`config.mk`:
```
export PLATFORM = sky130hd
export DESIGN_NAME = serrx_port
export DESIGN_NICKNAME = d
export VERILOG_FILES = /design/src/rtl/serrx_pkg.sv /design/src/rtl/serrx_sync.sv /design/src/rtl/serrx_deframer.sv /design/src/rtl/serrx_regs.sv /design/src/rtl/serrx_port.sv
export SDC_FILE = /design/constraint.sdc
export NUM_CORES = 1
export LEC_CHECK = 0
export ABC_CLOCK_PERIOD_IN_PS = 2800
export BUFFER_PORTS_ARGS = -buffer_cell sky130_fd_sc_hd__buf_2
export CAP_MARGIN = 20
export CORE_ASPECT_RATIO = 0.7
export CORE_MARGIN = 2
export CORE_UTILIZATION = 58
export DETAILED_ROUTE_END_ITERATION = 12
export PLACE_DENSITY = 0.79
export SLEW_MARGIN = 5
export SYNTH_ARGS = -nofsm -noshare
export SYNTH_HDL_FRONTEND = slang
export SYNTH_SLANG_ARGS = --single-unit
```
`constraint.sdc`:
```
create_clock -name clk -period 2.8 [get_ports clk]
set_input_delay 0.56 -clock clk [delete_from_list [all_inputs] [get_ports clk]]
set_output_delay 0.56 -clock clk [all_outputs]
set_load 0.02 [all_outputs]
```
`src/rtl/serrx_pkg.sv`:
```
package serrx_pkg;

  // mode byte layout, MSB first
  typedef struct packed {
    logic [1:0] stop_sel;
    logic       par_even;
    logic       par_en;
    logic [1:0] len_sel;
    logic [1:0] rate_sel;
  } mode_t;

  typedef enum logic [2:0] {
    RX_IDLE,
    RX_START,
    RX_DATA,
    RX_PAR,
    RX_STOP
  } rx_state_e;

  localparam int CMD_RX_ON  = 2;
  localparam int CMD_ERR_CL = 4;

  function automatic logic [3:0] char_bits(input logic [1:0] len_sel);
    return 4'd5 + {2'b00, len_sel};
  endfunction

endpackage

```
`src/rtl/serrx_sync.sv`:
```
module serrx_sync #(
  parameter int STAGES = 2
) (
  input  logic clk,
  input  logic rst_n,
  input  logic d,
  output logic q
);
  logic [STAGES-1:0] chain;

  always_ff @(posedge clk) begin
    if (!rst_n) chain <= '1;
    else        chain <= {chain[STAGES-2:0], d};
  end

  assign q = chain[STAGES-1];
endmodule

```
`src/rtl/serrx_deframer.sv`:
```
module serrx_deframer
  import serrx_pkg::*;
#(
  parameter int BIT_CYCLES = 8
) (
  input  logic       clk,
  input  logic       rst_n,
  input  logic       en,
  input  logic       line,
  input  logic [1:0] len_sel,
  input  logic       par_en,
  input  logic       par_even,
  output logic       busy,
  output logic       done,
  output logic [7:0] rx_byte,
  output logic       perr,
  output logic       ferr
);
  localparam int CW = (BIT_CYCLES > 2) ? $clog2(BIT_CYCLES) : 1;
  localparam logic [CW-1:0] LAST = CW'(BIT_CYCLES - 1);
  localparam logic [CW-1:0] MID  = CW'(BIT_CYCLES / 2 - 1);

  rx_state_e     state;
  logic [CW-1:0] cnt;
  logic [3:0]    idx;
  logic [7:0]    shreg;
  logic          line_d;
  logic          par_bit;
  logic [3:0]    nbits;
  logic          tick;
  logic          ones;

  assign nbits = char_bits(len_sel);
  assign tick  = (cnt == LAST);

  always_ff @(posedge clk) begin
    if (!rst_n) begin
      state   <= RX_IDLE;
      cnt     <= '0;
      idx     <= '0;
      shreg   <= '0;
      line_d  <= 1'b1;
      par_bit <= 1'b0;
    end else begin
      line_d <= line;
      if (!en) begin
        state <= RX_IDLE;
        cnt   <= '0;
      end else begin
        case (state)
          RX_IDLE: begin
            if (line_d && !line) begin
              state <= RX_START;
              cnt   <= '0;
            end
          end
          RX_START: begin
            if (cnt == MID) begin
              cnt   <= '0;
              idx   <= '0;
              state <= line ? RX_IDLE : RX_DATA;
            end else begin
              cnt <= cnt + 1'b1;
            end
          end
          RX_DATA: begin
            if (tick) begin
              cnt   <= '0;
              shreg <= {line, shreg[7:1]};
              idx   <= idx + 4'd1;
              if (idx == nbits - 4'd1) state <= par_en ? RX_PAR : RX_STOP;
            end else begin
              cnt <= cnt + 1'b1;
            end
          end
          RX_PAR: begin
            if (tick) begin
              cnt     <= '0;
              par_bit <= line;
              state   <= RX_STOP;
            end else begin
              cnt <= cnt + 1'b1;
            end
          end
          RX_STOP: begin
            cnt <= tick ? '0 : cnt + 1'b1;
            if (tick) state <= RX_IDLE;
          end
          default: state <= RX_IDLE;
        endcase
      end
    end
  end

  assign busy    = (state == RX_DATA) || (state == RX_PAR) || (state == RX_STOP);
  assign done    = en && (state == RX_STOP) && tick;
  assign rx_byte = shreg >> (4'd8 - nbits);
  assign ones    = ^rx_byte;
  assign perr    = par_en && ((ones ^ par_bit) == par_even);
  assign ferr    = !line;
endmodule

```
`src/rtl/serrx_regs.sv`:
```
module serrx_regs
  import serrx_pkg::*;
(
  input  logic       clk,
  input  logic       rst_n,
  input  logic       cs_n,
  input  logic       rd_n,
  input  logic       wr_n,
  input  logic       cd,
  input  logic [7:0] din,
  input  logic       dsr_n,
  input  logic       busy,
  input  logic       done,
  input  logic [7:0] rx_byte,
  input  logic       perr,
  input  logic       ferr,
  output logic [7:0] dout,
  output logic       rxrdy,
  output logic [1:0] len_sel,
  output logic       par_en,
  output logic       par_even,
  output logic       rx_en,
  output logic       err_clr,
  output logic [7:0] status
);
  mode_t      mwr;
  logic       wr_ctl, rd_dat, rd_st;
  logic       mode_set;
  logic       unread;
  logic       pe_f, oe_f, fe_f;
  logic [7:0] rbuf;
  logic       unused_fields;

  assign mwr           = mode_t'(din);
  assign unused_fields = ^{mwr.stop_sel, mwr.rate_sel};

  assign wr_ctl  = !cs_n && !wr_n && cd;
  assign rd_dat  = !cs_n && !rd_n && !cd;
  assign rd_st   = !cs_n && !rd_n && cd;
  assign err_clr = wr_ctl && mode_set && din[CMD_ERR_CL];

  always_ff @(posedge clk) begin
    if (!rst_n) begin
      mode_set <= 1'b0;
      len_sel  <= 2'b00;
      par_en   <= 1'b0;
      par_even <= 1'b0;
      rx_en    <= 1'b0;
      unread   <= 1'b0;
      pe_f     <= 1'b0;
      oe_f     <= 1'b0;
      fe_f     <= 1'b0;
      rbuf     <= '0;
    end else begin
      if (wr_ctl) begin
        if (!mode_set) begin
          mode_set <= 1'b1;
          len_sel  <= mwr.len_sel;
          par_en   <= mwr.par_en;
          par_even <= mwr.par_even;
        end else begin
          rx_en <= din[CMD_RX_ON];
        end
      end
      if (err_clr) begin
        pe_f <= 1'b0;
        oe_f <= 1'b0;
        fe_f <= 1'b0;
      end
      if (rd_dat) unread <= 1'b0;
      // completion takes priority over a same-cycle read or clear
      if (done) begin
        rbuf   <= rx_byte;
        unread <= 1'b1;
        if (perr) pe_f <= 1'b1;
        if (ferr) fe_f <= 1'b1;
        if (unread && !rd_dat) oe_f <= 1'b1;
      end
    end
  end

  assign rxrdy  = rx_en && unread && !busy;
  assign status = {!dsr_n, 1'b0, fe_f, oe_f, pe_f, 1'b0, rxrdy, 1'b0};
  assign dout   = rd_dat ? rbuf : (rd_st ? status : 8'h00);
endmodule

```
`src/rtl/serrx_port.sv`:
```
module serrx_port #(
  parameter int BIT_CYCLES  = 8,
  parameter int SYNC_STAGES = 2
) (
  input  logic       clk,
  input  logic       rst_n,
  input  logic       cs_n,
  input  logic       rd_n,
  input  logic       wr_n,
  input  logic       cd,
  input  logic [7:0] din,
  output logic [7:0] dout,
  input  logic       rxd,
  input  logic       dsr_n,
  output logic       rxrdy
);
  logic       line_s;
  logic       rx_busy, rx_done, rx_perr, rx_ferr;
  logic [7:0] rx_byte;
  logic [1:0] len_sel;
  logic       par_en, par_even, rx_en, err_clr;
  logic [7:0] status;

  serrx_sync #(.STAGES(SYNC_STAGES)) u_sync (
    .clk(clk), .rst_n(rst_n), .d(rxd), .q(line_s)
  );

  serrx_deframer #(.BIT_CYCLES(BIT_CYCLES)) u_deframe (
    .clk(clk), .rst_n(rst_n), .en(rx_en), .line(line_s),
    .len_sel(len_sel), .par_en(par_en), .par_even(par_even),
    .busy(rx_busy), .done(rx_done), .rx_byte(rx_byte),
    .perr(rx_perr), .ferr(rx_ferr)
  );

  serrx_regs u_regs (
    .clk(clk), .rst_n(rst_n), .cs_n(cs_n), .rd_n(rd_n), .wr_n(wr_n),
    .cd(cd), .din(din), .dsr_n(dsr_n), .busy(rx_busy), .done(rx_done),
    .rx_byte(rx_byte), .perr(rx_perr), .ferr(rx_ferr), .dout(dout),
    .rxrdy(rxrdy), .len_sel(len_sel), .par_en(par_en), .par_even(par_even),
    .rx_en(rx_en), .err_clr(err_clr), .status(status)
  );
endmodule

```
==> run metrics <==
Slew @ Worst Pin=around 0.79 ns; DPL Wire Length=3.062 mm; Peak VDD IR=0.3500 mV; full die area=4334 um^2; CP Max Fanout=13; CTS sink cnt=40; average size of a mapped cell=8.997 um^2; Slew Limit Fails=0; top cell type's share of synthesized area=36.18%; setup TNS=0 ns; Post-Syn Area=around 2200 um^2; CP max-delay cell=dfxtp_1; Num CTS Buffers=5; fmax=approximately 420 MHz; CP startpoint=u_deframe.state[2]; Die Ht=55.69 um; largest net degree at the start of global routing=36; Pwr Density=approximately 470 nW/um^2; ANT cells=0; crit path kind=reg -> out; HP Start=u_sync.chain[0]; Layout fillers=298; asr flop ratio synth=0%; Req. time, crit path=between 2 and 2.5 ns; vias in the first global route=roughly 1500; clk_skew=roughly 0.013 ns; min setup slack post-route=about 0.42 ns; dpl cells=between 300 and 400; worst skew pair latency=0.30 ns; Cell Chain, Critical Path=nand2b_1 -> nand3_1 -> a21oi_1 -> mux2i_1 -> nor2_1 -> buf_2; leading area contributor after synthesis=dfxtp_1; Hold WC Path Type=reg -> reg; row count=18; fin crit share=85.17%; CTS Root Cell=clkbuf_8; LEAKAGE=about 0.95 nW; final std cells w/o fill=between 300 and 400; first-pass GRT wire length=between 7 and 8 mm; largest cells by area after synthesis=dfxtp_1, mux2i_1, nor2_1; Seq/Total Area, Yosys=approximately 36%; RD Place Congestion=around 0.82; Crit. End Element=output port; # hold bufs at CTS=0; family with the most delay on the worst path=flip-flops; final wirelength=4.274 mm; Pre-antenna DRT Iters=4; # IOs=25; RSZ-0062 raised after global routing=no; Slew HR=between 40 and 50%; Layout Utilization=between 60% and 70%; dominant synthesized flop cell=dfxtp_1; Die X=between 70 and 80 um; drt drc=0; cts repair resizes=0; initial DRC count=118; Port Buffer Count=20; nets=approximately 280; worst r2r src=u_regs.len_sel[1]; Max Cap Viol=0; vias=~1700; TritonCTS clock tree=done; arrival time worst endpoint=around 1.8 ns; Worst Path Buf+Inv=1; Yosys reg bits=40; Synth Instances=246; Ys Warns=0; Overflow after GRT=0; crit path time final=roughly 2.4 ns; drt wl/cell=roughly 14 um; area grow syn2layout=10.68%; Worst Setup Start Kind=register; H-tree Lvls=2; number of synthesized flops with an enable pin=0; Hold Fails Final Rpt=0; syn_nets=around 270; GR Util All Layers=21.67%; initial antenna violation count=0; Antenna Violating Nets Remaining=0; maximum buffer depth of the clock tree=2; Yosys cell types=46; crit-path max cell delay=approximately 0.57 ns; status=finished, final reports clean; Vias per Instance=~5.5; share of cells above drive strength 1=about 14%; CTS clk-pin slew, worst paths=0.08 ns; CORE AREA=approximately 3600 um^2; final setup vio count=0; Post-CTS Setup Bufs=0; Initial Util=~62%; dpl ws=approximately 0.42 ns
## layout by cell type, fill, tap and decap left out, types with 3 or more instances in the layout
| cell type | n |
|---|---|
| nor3b_1 | 9 |
| mux4_2 | 4 |
| dfxtp_1 | 40 |
| buf_4 | 3 |
| clkbuf_8 | 7 |
| nor2b_1 | 17 |
| xnor2_1 | 5 |
| mux2i_1 | 17 |
| a21boi_0 | 3 |
| xor2_1 | 4 |
| nor2_1 | 29 |
| nand2_1 | 17 |
| inv_1 | 6 |
| ha_1 | 7 |
| a21oi_1 | 10 |
| o21ai_0 | 5 |
| nand3_1 | 9 |
| and2_1 | 4 |
| buf_2 | 20 |
| nand4_1 | 3 |
| nand2b_1 | 7 |
| nand3b_1 | 3 |
## flip-flops by register name (all words and copies together), names as in the netlist
signal             count
u_regs.fe_f            1
u_regs.rbuf            8
u_deframe.line_d       1
u_regs.pe_f            1
u_regs.par_en          1
u_deframe.cnt          3
u_deframe.par_bit      1
u_deframe.idx          4
u_deframe.shreg        8
u_regs.mode_set        1
u_regs.len_sel         2
u_regs.unread          1
u_deframe.state        3
u_sync.chain           2
u_regs.rx_en           1
u_regs.oe_f            1
u_regs.par_even        1
## worst paths after layout
kind                           to  slack [ns]  depth (start not counted)
hold / removal    u_sync.chain[1]        0.43                          1
setup reg to reg      u_regs.pe_f        0.42                          6
hold reg to reg   u_sync.chain[1]        0.43                          1
setup / recovery          dout[1]        0.42                          6
## through the flow
step	area (um^2)	total power (W)	hold WS, ns
after detailed placement	2323	0.0006467	0.4193
after global placement	2323	0.0006457	0.3935
after floorplan	2213	0.0006311	0.3863
after global routing	2450	0.001187	0.4462
after CTS	2450	0.001161	0.4357
final	2450	0.001146	0.4257
## Yosys cell counts (4+ instances only)
library cell,instances
dfxtp_1,40
nor2_1,29
mux2i_1,17
nand2_1,17
nor2b_1,17
a21oi_1,10
clkbuf_1,9
nand3_1,9
nor3b_1,9
ha_1,7
nand2b_1,7
buf_2,6
inv_1,6
o21ai_0,5
xnor2_1,5
and2_1,4
mux4_2,4
xor2_1,4
## per-layer routing
metal	up-vias	part of all wire (%)	track usage (%)	wire length, um
li1	884	-	-	-
met1	789	52	31.69	2231
met2	45	40	29.68	1721
met3	8	5.6	5.032	239
met4	0	1.9	10.71	82
met5	-	0	0	0
## power breakdown
part | switching (W) | internal [W] | total [W]
Combinational | 0.0000297 | 0.0000271 | 0.0000568
Sequential | 0.00000352 | 0.000573 | 0.000576
Clock | 0.000198 | 0.000314 | 0.000513
Total | 0.000232 | 0.000914 | 0.00115
## kinds of logic after synthesis
group | share of synthesized area [%]
adder cells (fa/ha/maj) | 3.957
AND/OR/NAND/NOR | 25.89
multiplexers | 12.95
flip-flops | 36.18
XOR/XNOR | 5.314
AO/OA/AOI/OAI | 11.31
buffers and inverters | 4.409
## final cells by class
cell class	instances	area (um^2)	area share (%)
tap	50	62.56	2.554
inverter	6	22.52	0.9193
clock inverter	1	30.03	1.226
sequential	40	800.8	32.69
multi-input combinational	184	1315	53.68
timing repair buffer	23	122.6	5.005
clock buffer	7	96.34	3.933
No activity file was read; power rests on OpenSTA's default activity.
